### config.mk
export PLATFORM = sky130hd
export DESIGN_NAME = dacrb_top
export DESIGN_NICKNAME = d
export VERILOG_FILES = /design/src/rtl/dacrb_pkg.sv /design/src/rtl/dacrb_sync.sv /design/src/rtl/dacrb_wr_decode.sv /design/src/rtl/dacrb_channel.sv /design/src/rtl/dacrb_top.sv
export SDC_FILE = /design/constraint.sdc
export NUM_CORES = 1
export LEC_CHECK = 0
export ABC_AREA = 1
export ABC_CLOCK_PERIOD_IN_PS = 3250
export BUFFER_PORTS_ARGS = -buffer_cell sky130_fd_sc_hd__buf_4
export CAP_MARGIN = 20
export CORE_ASPECT_RATIO = 0.7
export CORE_UTILIZATION = 60
export CTS_CLUSTER_DIAMETER = 200
export DETAILED_ROUTE_END_ITERATION = 8
export HOLD_SLACK_MARGIN = 0.08
export PLACE_DENSITY = 0.87
export SLEW_MARGIN = 20
export SYNTH_ARGS = -nofsm -noshare
export SYNTH_HDL_FRONTEND = slang
export SYNTH_SLANG_ARGS = --single-unit
### constraint.sdc
create_clock -name clk -period 3.25 [get_ports clk]
set_input_delay 0.975 -clock clk [delete_from_list [all_inputs] [get_ports clk]]
set_output_delay 0.975 -clock clk [all_outputs]
set_load 0.02 [all_outputs]
### src/rtl/dacrb_pkg.sv
package dacrb_pkg;
  parameter int CH_NUM = 8;
  parameter int CODE_W = 14;
  parameter int ADDR_W = $clog2(CH_NUM);
endpackage

### src/rtl/dacrb_sync.sv
module dacrb_sync #(
  parameter int         W       = 1,
  parameter logic [W-1:0] RST_VAL = '0
) (
  input  logic         clk,
  input  logic         rst_n,
  input  logic [W-1:0] d_in,
  output logic [W-1:0] q_out
);
  logic [W-1:0] stage1_q, stage2_q;

  always_ff @(posedge clk or negedge rst_n) begin
    if (!rst_n) begin
      stage1_q <= RST_VAL;
      stage2_q <= RST_VAL;
    end else begin
      stage1_q <= d_in;
      stage2_q <= stage1_q;
    end
  end

  assign q_out = stage2_q;
endmodule

### src/rtl/dacrb_wr_decode.sv
module dacrb_wr_decode #(
  parameter int CH_NUM = dacrb_pkg::CH_NUM,
  parameter int CODE_W = dacrb_pkg::CODE_W,
  parameter int ADDR_W = dacrb_pkg::ADDR_W
) (
  input  logic              clk,
  input  logic              rst_n,
  input  logic              wr_n_s,
  input  logic              sel_n_s,
  input  logic [ADDR_W-1:0] addr_s,
  input  logic [CODE_W-1:0] data_s,
  output logic [CH_NUM-1:0] wr_en,
  output logic [CODE_W-1:0] wr_data
);
  logic              wr_p_q, wr_p_d;
  logic              sel_p_q, sel_p_d;
  logic [ADDR_W-1:0] addr_p_q, addr_p_d;
  logic [CODE_W-1:0] data_p_q, data_p_d;
  logic              wr_edge;

  always_comb begin
    wr_p_d   = wr_n_s;
    sel_p_d  = sel_n_s;
    addr_p_d = addr_s;
    data_p_d = data_s;
  end

  always_ff @(posedge clk or negedge rst_n) begin
    if (!rst_n) begin
      wr_p_q   <= 1'b1;
      sel_p_q  <= 1'b1;
      addr_p_q <= '0;
      data_p_q <= '0;
    end else begin
      wr_p_q   <= wr_p_d;
      sel_p_q  <= sel_p_d;
      addr_p_q <= addr_p_d;
      data_p_q <= data_p_d;
    end
  end

  // Rising edge of the strobe, qualified by select as it was while the strobe was low.
  assign wr_edge = wr_n_s && !wr_p_q && !sel_p_q;

  for (genvar k = 0; k < CH_NUM; k++) begin : g_dec
    assign wr_en[k] = wr_edge && (addr_p_q == ADDR_W'(k));
  end

  assign wr_data = data_p_q;

  // one channel at most per cycle
  p_single_target_r9: assert property (@(posedge clk) disable iff (!rst_n)
    $onehot0(wr_en));

  // an edge cannot repeat on the next cycle
  p_edge_once_r9: assert property (@(posedge clk) disable iff (!rst_n)
    (|wr_en) |=> !(|wr_en));
endmodule

### src/rtl/dacrb_channel.sv
module dacrb_channel #(
  parameter int CODE_W = dacrb_pkg::CODE_W
) (
  input  logic              clk,
  input  logic              rst_n,
  input  logic              wr_hit,
  input  logic [CODE_W-1:0] wr_data,
  input  logic              load_act,
  output logic [CODE_W-1:0] code_q
);
  logic [CODE_W-1:0] stage_q, stage_d;
  logic [CODE_W-1:0] dac_q, dac_d;
  logic              stage_en, dac_en;

  always_comb begin
    stage_en = wr_hit;
    dac_en   = load_act;
    stage_d  = wr_data;
    dac_d    = wr_hit ? wr_data : stage_q;
  end

  always_ff @(posedge clk or negedge rst_n) begin
    if (!rst_n) begin
      stage_q <= '0;
      dac_q   <= '0;
    end else begin
      if (stage_en) stage_q <= stage_d;
      if (dac_en)   dac_q   <= dac_d;
    end
  end

  assign code_q = dac_q;

  // code register holds while load is inactive
  p_hold_without_load_r4: assert property (@(posedge clk) disable iff (!rst_n)
    !load_act |=> $stable(code_q));

  // active load with no write copies the staged word
  p_load_copies_r5: assert property (@(posedge clk) disable iff (!rst_n)
    (load_act && !wr_hit) |=> (code_q == $past(stage_q)));

  // write coinciding with active load wins
  p_write_through_r6: assert property (@(posedge clk) disable iff (!rst_n)
    (load_act && wr_hit) |=> (code_q == $past(wr_data)));
endmodule

### src/rtl/dacrb_top.sv
module dacrb_top #(
  parameter int              CH_NUM     = dacrb_pkg::CH_NUM,
  parameter int              CODE_W     = dacrb_pkg::CODE_W,
  parameter int              ADDR_W     = $clog2(CH_NUM),
  parameter logic [CODE_W-1:0] CLEAR_CODE = '0
) (
  input  logic                     clk,
  input  logic                     rst_n,
  input  logic                     bus_sel_n,
  input  logic                     bus_wr_n,
  input  logic [ADDR_W-1:0]        bus_addr,
  input  logic [CODE_W-1:0]        bus_data,
  input  logic                     load_n,
  input  logic                     clear_n,
  output logic [CH_NUM*CODE_W-1:0] dac_code,
  output logic                     clear_active
);
  localparam int STROBE_W = 4;
  localparam int BUS_W    = ADDR_W + CODE_W;

  logic [STROBE_W-1:0] strobe_s;
  logic [BUS_W-1:0]    bus_s;
  logic                wr_n_s, sel_n_s, load_n_s, clear_n_s;
  logic [ADDR_W-1:0]   addr_s;
  logic [CODE_W-1:0]   data_s;
  logic [CH_NUM-1:0]   wr_en;
  logic [CODE_W-1:0]   wr_data;
  logic                load_act, clear_act;

  dacrb_sync #(.W(STROBE_W), .RST_VAL({STROBE_W{1'b1}})) u_sync_strobe (
    .clk   (clk),
    .rst_n (rst_n),
    .d_in  ({bus_wr_n, bus_sel_n, load_n, clear_n}),
    .q_out (strobe_s)
  );

  dacrb_sync #(.W(BUS_W), .RST_VAL('0)) u_sync_bus (
    .clk   (clk),
    .rst_n (rst_n),
    .d_in  ({bus_addr, bus_data}),
    .q_out (bus_s)
  );

  assign {wr_n_s, sel_n_s, load_n_s, clear_n_s} = strobe_s;
  assign {addr_s, data_s} = bus_s;
  assign load_act  = !load_n_s;
  assign clear_act = !clear_n_s;

  dacrb_wr_decode #(.CH_NUM(CH_NUM), .CODE_W(CODE_W), .ADDR_W(ADDR_W)) u_decode (
    .clk     (clk),
    .rst_n   (rst_n),
    .wr_n_s  (wr_n_s),
    .sel_n_s (sel_n_s),
    .addr_s  (addr_s),
    .data_s  (data_s),
    .wr_en   (wr_en),
    .wr_data (wr_data)
  );

  for (genvar k = 0; k < CH_NUM; k++) begin : g_ch
    logic [CODE_W-1:0] ch_code;

    dacrb_channel #(.CODE_W(CODE_W)) u_ch (
      .clk      (clk),
      .rst_n    (rst_n),
      .wr_hit   (wr_en[k]),
      .wr_data  (wr_data),
      .load_act (load_act),
      .code_q   (ch_code)
    );

    assign dac_code[k*CODE_W +: CODE_W] = clear_act ? CLEAR_CODE : ch_code;
  end

  assign clear_active = clear_act;

  // flag and forced codes agree on every cycle
  p_clear_forces_r7: assert property (@(posedge clk) disable iff (!rst_n)
    clear_active |-> (dac_code == {CH_NUM{CLEAR_CODE}}));
endmodule

Yosys cells after proc, flatten, opt, wreduce, memory -nomap -nowiden:

Index checks and enable logic that the tools add are counted.

* register bits: 285
* input bits: 23
* output and inout port bits: 113
* logic and storage cells: 61

* eq/ne operators: 7
* muxes and demuxes: 16
* reduce and logical (&&, ||, !) cells: 14

Operator list (number)
* $mux 14: 16
* $eq 3x3->1 const B: 4
* $logic_and 1x1->1: 10
* $eq 3x2->1 const B: 2
* $eq 3x1->1 const B: 1
* $logic_not 1->1: 3
* $logic_not 3->1: 1

Logic depth before layout (Yosys ltp):

Gate-level depths: netlist (run 1).

* word-level depth: 5
* mapped depth: 9
* depth with buffers taken out: 7

Hierarchy:

Synthesis (run 1) repeated with hierarchy kept, for this count alone.

* cell total of the unflattened synthesis: 1491
* area, all modules: 12284.3 sq um

Modules (own cells, without submodules)
* dacrb_channel: instances 8, cells each 146, area an instance 1209.9 sq um, sequential area each 700.7 sq um
* dacrb_top: instances 1, cells each 239, area an instance 963.4 sq um, sequential area each 0.0 sq um
* dacrb_sync (u_sync_bus): instances 1, cells each 34, area an instance 850.8 sq um, sequential area each 850.8 sq um
* dacrb_wr_decode: instances 1, cells each 42, area an instance 580.6 sq um, sequential area each 478.0 sq um
* dacrb_sync (u_sync_strobe): instances 1, cells each 8, area an instance 210.2 sq um, sequential area each 210.2 sq um

Worst setup path before layout (run 1):

No wires, ideal clock.

* path kind: register to output
* start point: reg u_sync_strobe.stage2_q[0], in the netlist u_sync_strobe.q_out[0]
* end point: out dac_code[102]
* arrival: 1.414 ns
* required time: 2.275 ns
* slack: 0.861 ns
* cell stages (with the launch flop): 6
* buffers on the path: 3
* path through: dfstp_2 clkbuf_1 clkbuf_1 clkbuf_1 nand2_1 inv_1

* longest elaborated chain between the ends: 1

RTL lines
* start: declaration: line dacrb_sync.sv:10 `logic [W-1:0] stage1_q, stage2_q;`
* start signal: assignment: line dacrb_sync.sv:18 `stage2_q <= stage1_q;`
* $mux 14: line dacrb_top.sv:72 `assign dac_code[k*CODE_W +: CODE_W] = clear_act ? CLEAR_CODE : ch_code;`
* end: declaration: line dacrb_top.sv:15 `output logic [CH_NUM*CODE_W-1:0] dac_code,`

No other way between the ends.

Worst setup path in the final report (run 1):

* start point: reg u_sync_strobe.stage2_q[0], in the netlist u_sync_strobe.q_out[0]
* end point: out dac_code[47]

Same word-level chain as after synthesis.

==> metrics.yaml, run 1 <==
route:
  ant_nets: 0
  wl_per_cell_microns: 15.3
  firstDrtPassIters: 5
  drtIter0Drc: 988
  drc: 0
  wl_mm: 27.5
  avgViaCountPerCell: 5.15
  vias: 9284
global_routing:
  grt-ovfl-total: 0
  antenna_found_initial: 0
  grt_pass1_vias: 8992
  grt_use_total_pct: 28.1
  grt_pass1_wl_mm: 44.6
  grt_max_degree: 78
worst_setup_path:
  arrival_ps: 1980
  worst-path-max-fanout: 42
  r2r_cells: 7
  crit_path_end_kind: "output port"
  path_class: "flip-flop to output port"
  required_ps: 2270
  start_kind: "flip-flop"
sta:
  rsz0062_at_grt: "false"
  max_freq_mhz: 338
  drv_slew: 0
  period_share_pct: 91.0
  setup_viol: 0
  min_period_ps: 2960
  worst_pin_slew_ps: 820
  skew_ps: 18.4
  slew_headroom_pct: 45.3
  setup_tns_ps: 0
  final_hold_viol_count: 0
cells_and_area:
  utilization_pct: 73.3
  num-nets-final: 1541
  area_delta_synth_final_pct: 17.8
  num_antenna_cells: 0
  instances_no_fill: 1802
  layout-drive-gt1-share_pct: 13.8
clocking:
  cts_buffer_depth: 3
  htree_levels: 1
  path_clk_slew_ps: 70
  ctsResizeCount: 0
  cts_hold_buf: 0
  clkLatencyLatePin_ps: 530
  cts-buffers-inserted: 26
  cts-root-buf: "clkbuf_16"
  cts_setup_buffers: 0
  cts_tree: "done"
  cts_sinks: 285
yosys:
  syn-cell-area_sq_um: 11900
  synthCells: 1405
  ys_types: 13
  synth_top_area_share_pct: 57.7
  yosys.area.top_type: "dfrtp_1"
  postSynthAreaPerCell_sq_um: 8.49
  synth_nets: 1428
  yosysSeqAreaShare_pct: 59.9
  ys_warn_count: 0
  synth.top_cells.by_area: "dfrtp_1, nand2_1, nand3_1, inv_1, and2_1"
  ys_seq_elements: 285
die:
  coreArea_sq_um: 19200
  initial_core_util_pct: 62.2
  num_io_pins: 136
  die_width_microns: 171
  die_height_microns: 120
  design.die.area_sq_um: 20500
  row_count: 42
outcome:
  status: "completed"
placed_design:
  dp_hpwl_mm: 17.0
  gp_congestion: 0.789
  dp_cells: 1754
  portBuffers: 135
power:
  power.density_nw_per_um2: 664
  leakagePower_nw: 8.23
  ir_drop_uv: 421
hold_path:
  min_path_type: "flip-flop to flip-flop"
  whs_path_depth: 0
job:
  drv_cap: 0
## through the flow
step                total power [mW]  setup WS (ps)  hold WS (ps)  area, sq um
floorplan                       5.62            861           331        11900
global placement                6.20            946           331        13200
detailed placement              6.30            841           335        13200
CTS                             9.38            263           349        14100
global route                    9.80            175           348        14100
finish                          9.34            291           342        14100
## metal layers
| layer | global-route usage [%] | vias to the layer above | wire, microns |
|---|---|---|---|
| li1 | - | 4390 | - |
| met1 | 40.8 | 4441 | 11900 |
| met2 | 43.4 | 388 | 12600 |
| met3 | 4.52 | 65 | 2250 |
| met4 | 9.85 | 0 | 814 |
| met5 | 0 | - | 0 |
## cells in the mapped netlist
library cell	instances
nand3_1	199
clkbuf_1	29
inv_2	1
nor2_4	2
dfstp_2	10
buf_1	10
nor2_2	4
buf_2	25
nand2_1	489
dfrtp_1	275
inv_1	246
and2_1	112
nor2_1	3
## final cells by class
cell class / instances / area, sq um
Timing Repair Buffer: 149 / 1180
Inverter: 247 / 928
Tap cell: 264 / 330
Multi-Input combinational cell: 809 / 3600
Fill cell: 1361 / 5130
Clock inverter: 7 / 41.3
Clock buffer: 41 / 828
Sequential cell: 285 / 7150
## logic make-up (layout without fill, tap and decap cells)
group | Yosys count | count (layout) | synth area share [%]
simple gates | 809 | 809 | 30.1
buf+inv | 311 | 444 | 10.0
flops | 285 | 285 | 59.9
## path summary, 6_finish.rpt
check                                       start                         to  slack, ps
min                        u_sync_bus.stage1_q[1]        u_sync_bus.q_out[1]        340
max in group asynchronous                   rst_n  u_sync_strobe.stage1_q[3]       2080
min in group asynchronous                   rst_n     g_ch[5].u_ch.code_q[8]        370
min reg2reg                u_sync_bus.stage1_q[1]        u_sync_bus.q_out[1]        340
max reg2reg                  u_decode.addr_p_q[0]     g_ch[0].u_ch.code_q[0]       1120
max                        u_sync_strobe.q_out[0]               dac_code[47]        290
## registers in the layout, indices dropped and copies added (netlist names)
name,cells
u_decode.addr_p_q,3
g_ch.u_ch.code_q,112
u_sync_bus.stage1_q,17
u_sync_strobe.q_out,4
u_decode.sel_p_q,1
g_ch.u_ch.stage_q,112
u_sync_strobe.stage1_q,4
u_decode.wr_p_q,1
u_sync_bus.q_out,17
u_decode.wr_data,14
## worst max-delay path: stages, from the launching register on
cell and delay [ps]:
dfstp_4 700, buf_4 390, nand2_1 120, inv_1 80, buf_4 130
## layout by cell type (no fill, tap or decap)
cell,n
and2_1,112
dfstp_2,8
clkbuf_8,10
nor2_1,2
nor2_4,3
nor2_2,4
buf_4,144
dfrtp_1,275
clkbuf_1,4
dfstp_4,2
inv_2,1
nand3_1,199
clkinv_2,6
nand2_1,489
clkinv_4,1
clkinvlp_4,1
buf_8,1
buf_12,4
clkbuf_16,27
inv_1,245
## where the power goes
| group | total (mW) | internal [mW] | switching, mW |
|---|---|---|---|
| Sequential | 4.49 | 4.20 | 0.295 |
| Clock | 3.06 | 1.75 | 1.31 |
| Combinational | 1.79 | 0.699 | 1.09 |
No activity file was read; power rests on OpenSTA's default activity.
==> run 2: changes to the inputs <==
- ABC_AREA: 1 -> default
==> run 2 against run 1 <==
The flow now finishes with violations (DRC). Non-clock buffer count up 7. Wire length up 3.6%. Area after synthesis down 4.8%. Sequential share of layout area up 3.3 points. Highest routed layer unchanged.
==> metrics.yaml, run 2 <==
global_routing:
  grt-ovfl-total: 0
  grt_pass1_wl_mm: 45.1
  grt_max_degree: 100
  antenna_found_initial: 0
  grt_use_total_pct: 29.7
  grt_pass1_vias: 8396
route:
  drc: 9
  drtIter0Drc: 1007
  firstDrtPassIters: 8
  wl_mm: 28.5
  avgViaCountPerCell: 6.33
  vias: 8662
  wl_per_cell_microns: 20.8
  ant_nets: 0
worst_setup_path:
  path_class: "flip-flop to output port"
  r2r_start: "u_sync_strobe.q_out[3]"
  required_ps: 2270
  crit_start: "u_sync_strobe.q_out[0]"
  crit_path_end_kind: "output port"
  worst-path-max-fanout: 65
  arrival_ps: 1810
  start_kind: "flip-flop"
sta:
  worst_pin_slew_ps: 1100
  period_share_pct: 85.6
  min_period_ps: 2780
  final_hold_viol_count: 0
  setup_viol: 0
  worst_hold_slack_ps: 343
  drv_slew: 0
  slew_headroom_pct: 26.6
  rsz0062_at_grt: "false"
  max_freq_mhz: 359
  skew_ps: 11.9
  setup_tns_ps: 0
yosys:
  muxShareOfSynthArea_pct: 0
  synth_edf_count: 0
  synth_simple_gate_area_share_pct: 12.2
  syn-cell-area_sq_um: 11400
  synth_top_area_share_pct: 60.6
  yosys.area.top_type: "dfrtp_1"
  synthXorXnorAreaFrac_pct: 0
  synth_top_family_by_area: "compound AO/OA/AOI/OAI gates"
  ys_warn_count: 0
  synth_fa_ha_area_share_pct: 0
  synth_commonest_cells: "dfrtp_1, o21ai_0, and2_1, a31oi_1, clkbuf_1"
  ys_types: 24
  ys_seq_elements: 285
  synth.top_cells.by_area: "dfrtp_1, and2_1, a31oi_1, o21ai_0, a2bb2oi_1"
  synthCells: 1044
  yosysMostFrequentCell: "dfrtp_1"
  synth_compound_area_share_pct: 20.6
  async_flop_share_pct: 100
  postSynthAreaPerCell_sq_um: 10.9
  ys.flop_type: "dfrtp_1"
  synth_nets: 1067
  yosysSeqAreaShare_pct: 62.9
clocking:
  path_clk_slew_ps: 70
  clkLatencyLatePin_ps: 520
  cts_buffer_depth: 3
  htree_levels: 1
  cts_tree: "done"
  ctsResizeCount: 0
  cts_hold_buf: 0
  cts_setup_buffers: 0
  cts-buffers-inserted: 25
  cts_sinks: 285
  cts-root-buf: "clkbuf_16"
die:
  die_width_microns: 166
  num_io_pins: 136
  initial_core_util_pct: 62.2
  row_count: 41
  die_height_microns: 117
  design.die.area_sq_um: 19500
  coreArea_sq_um: 18300
cells_and_area:
  layout-drive-gt1-share_pct: 19.5
  area_delta_synth_final_pct: 16.1
  mostFrequentLayoutCell: "dfrtp_1"
  num-nets-final: 1139
  num_antenna_cells: 0
  final_cell_mix: "dfrtp_1, buf_4, o21ai_0"
job:
  drv_cap: 0
outcome:
  failed_checks: "DRC"
  status: "finished with violations"
placed_design:
  portBuffers: 135
  dp_hpwl_mm: 16.6
  gp_congestion: 0.807
hold_path:
  min_path_type: "flip-flop to flip-flop"
  hold_start: "u_sync_bus.stage1_q[7]"
power:
  leakagePower_nw: 6.01
  power.density_nw_per_um2: 635
  power_mw: 8.37
  ir_drop_uv: 481
[run 2: per-layer routing]
layer	wire (microns)	GRT usage [%]
met5	0	0
met4	784	8.70
met3	2620	5.55
met2	13300	47.7
met1	11800	42.2
[run 2: critical path, stage by stage, from the launching register on]
cell and delay (ps):
dfstp_2 540, buf_4 360, and2_1 220, buf_4 140
[run 2: final cells by class]
class	count	area, sq um
clock buffer	37	711
clock inverter	6	32.5
fill	1236	5080
inverter	2	10.0
multi-input combinational	646	3760
sequential	285	7140
tap	236	295
timing repair buffer	156	1230
[run 2: power by group]
group | total [mW] | internal, mW | switching [mW]
Combinational | 1.30 | 0.548 | 0.752
Sequential | 4.30 | 4.03 | 0.271
Clock | 2.77 | 1.51 | 1.26
[run 2: path summary, 6_finish.rpt]
| kind | slack, ps | depth (start not counted) | endpoint |
|---|---|---|---|
| worst max register to register | 840 | 3 | g_ch[1].u_ch.code_q[0] |
| worst min-delay path | 340 | 0 | u_sync_bus.q_out[7] |
| min in group asynchronous | 450 | 1 | g_ch[1].u_ch.code_q[11] |
| worst max-delay path | 470 | 3 | dac_code[71] |
| worst min register to register | 340 | 0 | u_sync_bus.q_out[7] |
| max in group asynchronous | 1980 | 2 | u_sync_strobe.q_out[1] |
[run 2: cells by family after synthesis]
logic type,after synthesis
DFF,285
AOI/OAI and AO/OA,376
and+or+nand+nor,270
buffers and inverters,113
[run 2: stage by stage]
| stage | area [sq um] | util (%) | setup slack (ps) | cells |
|---|---|---|---|---|
| 4_1_cts | 13200 | 72.2 | 449 | 1368 |
| 5_1_grt | 13200 | 72.2 | 358 | 1368 |
| 3_5_place_dp | 12400 | 68.1 | 990 | 1325 |
| 2_1_floorplan | 11400 | - | 1050 | 1044 |
| 6_report | 13200 | 72.2 | 467 | 1368 |
| 3_3_place_gp | 12400 | 68.1 | 1040 | 1325 |
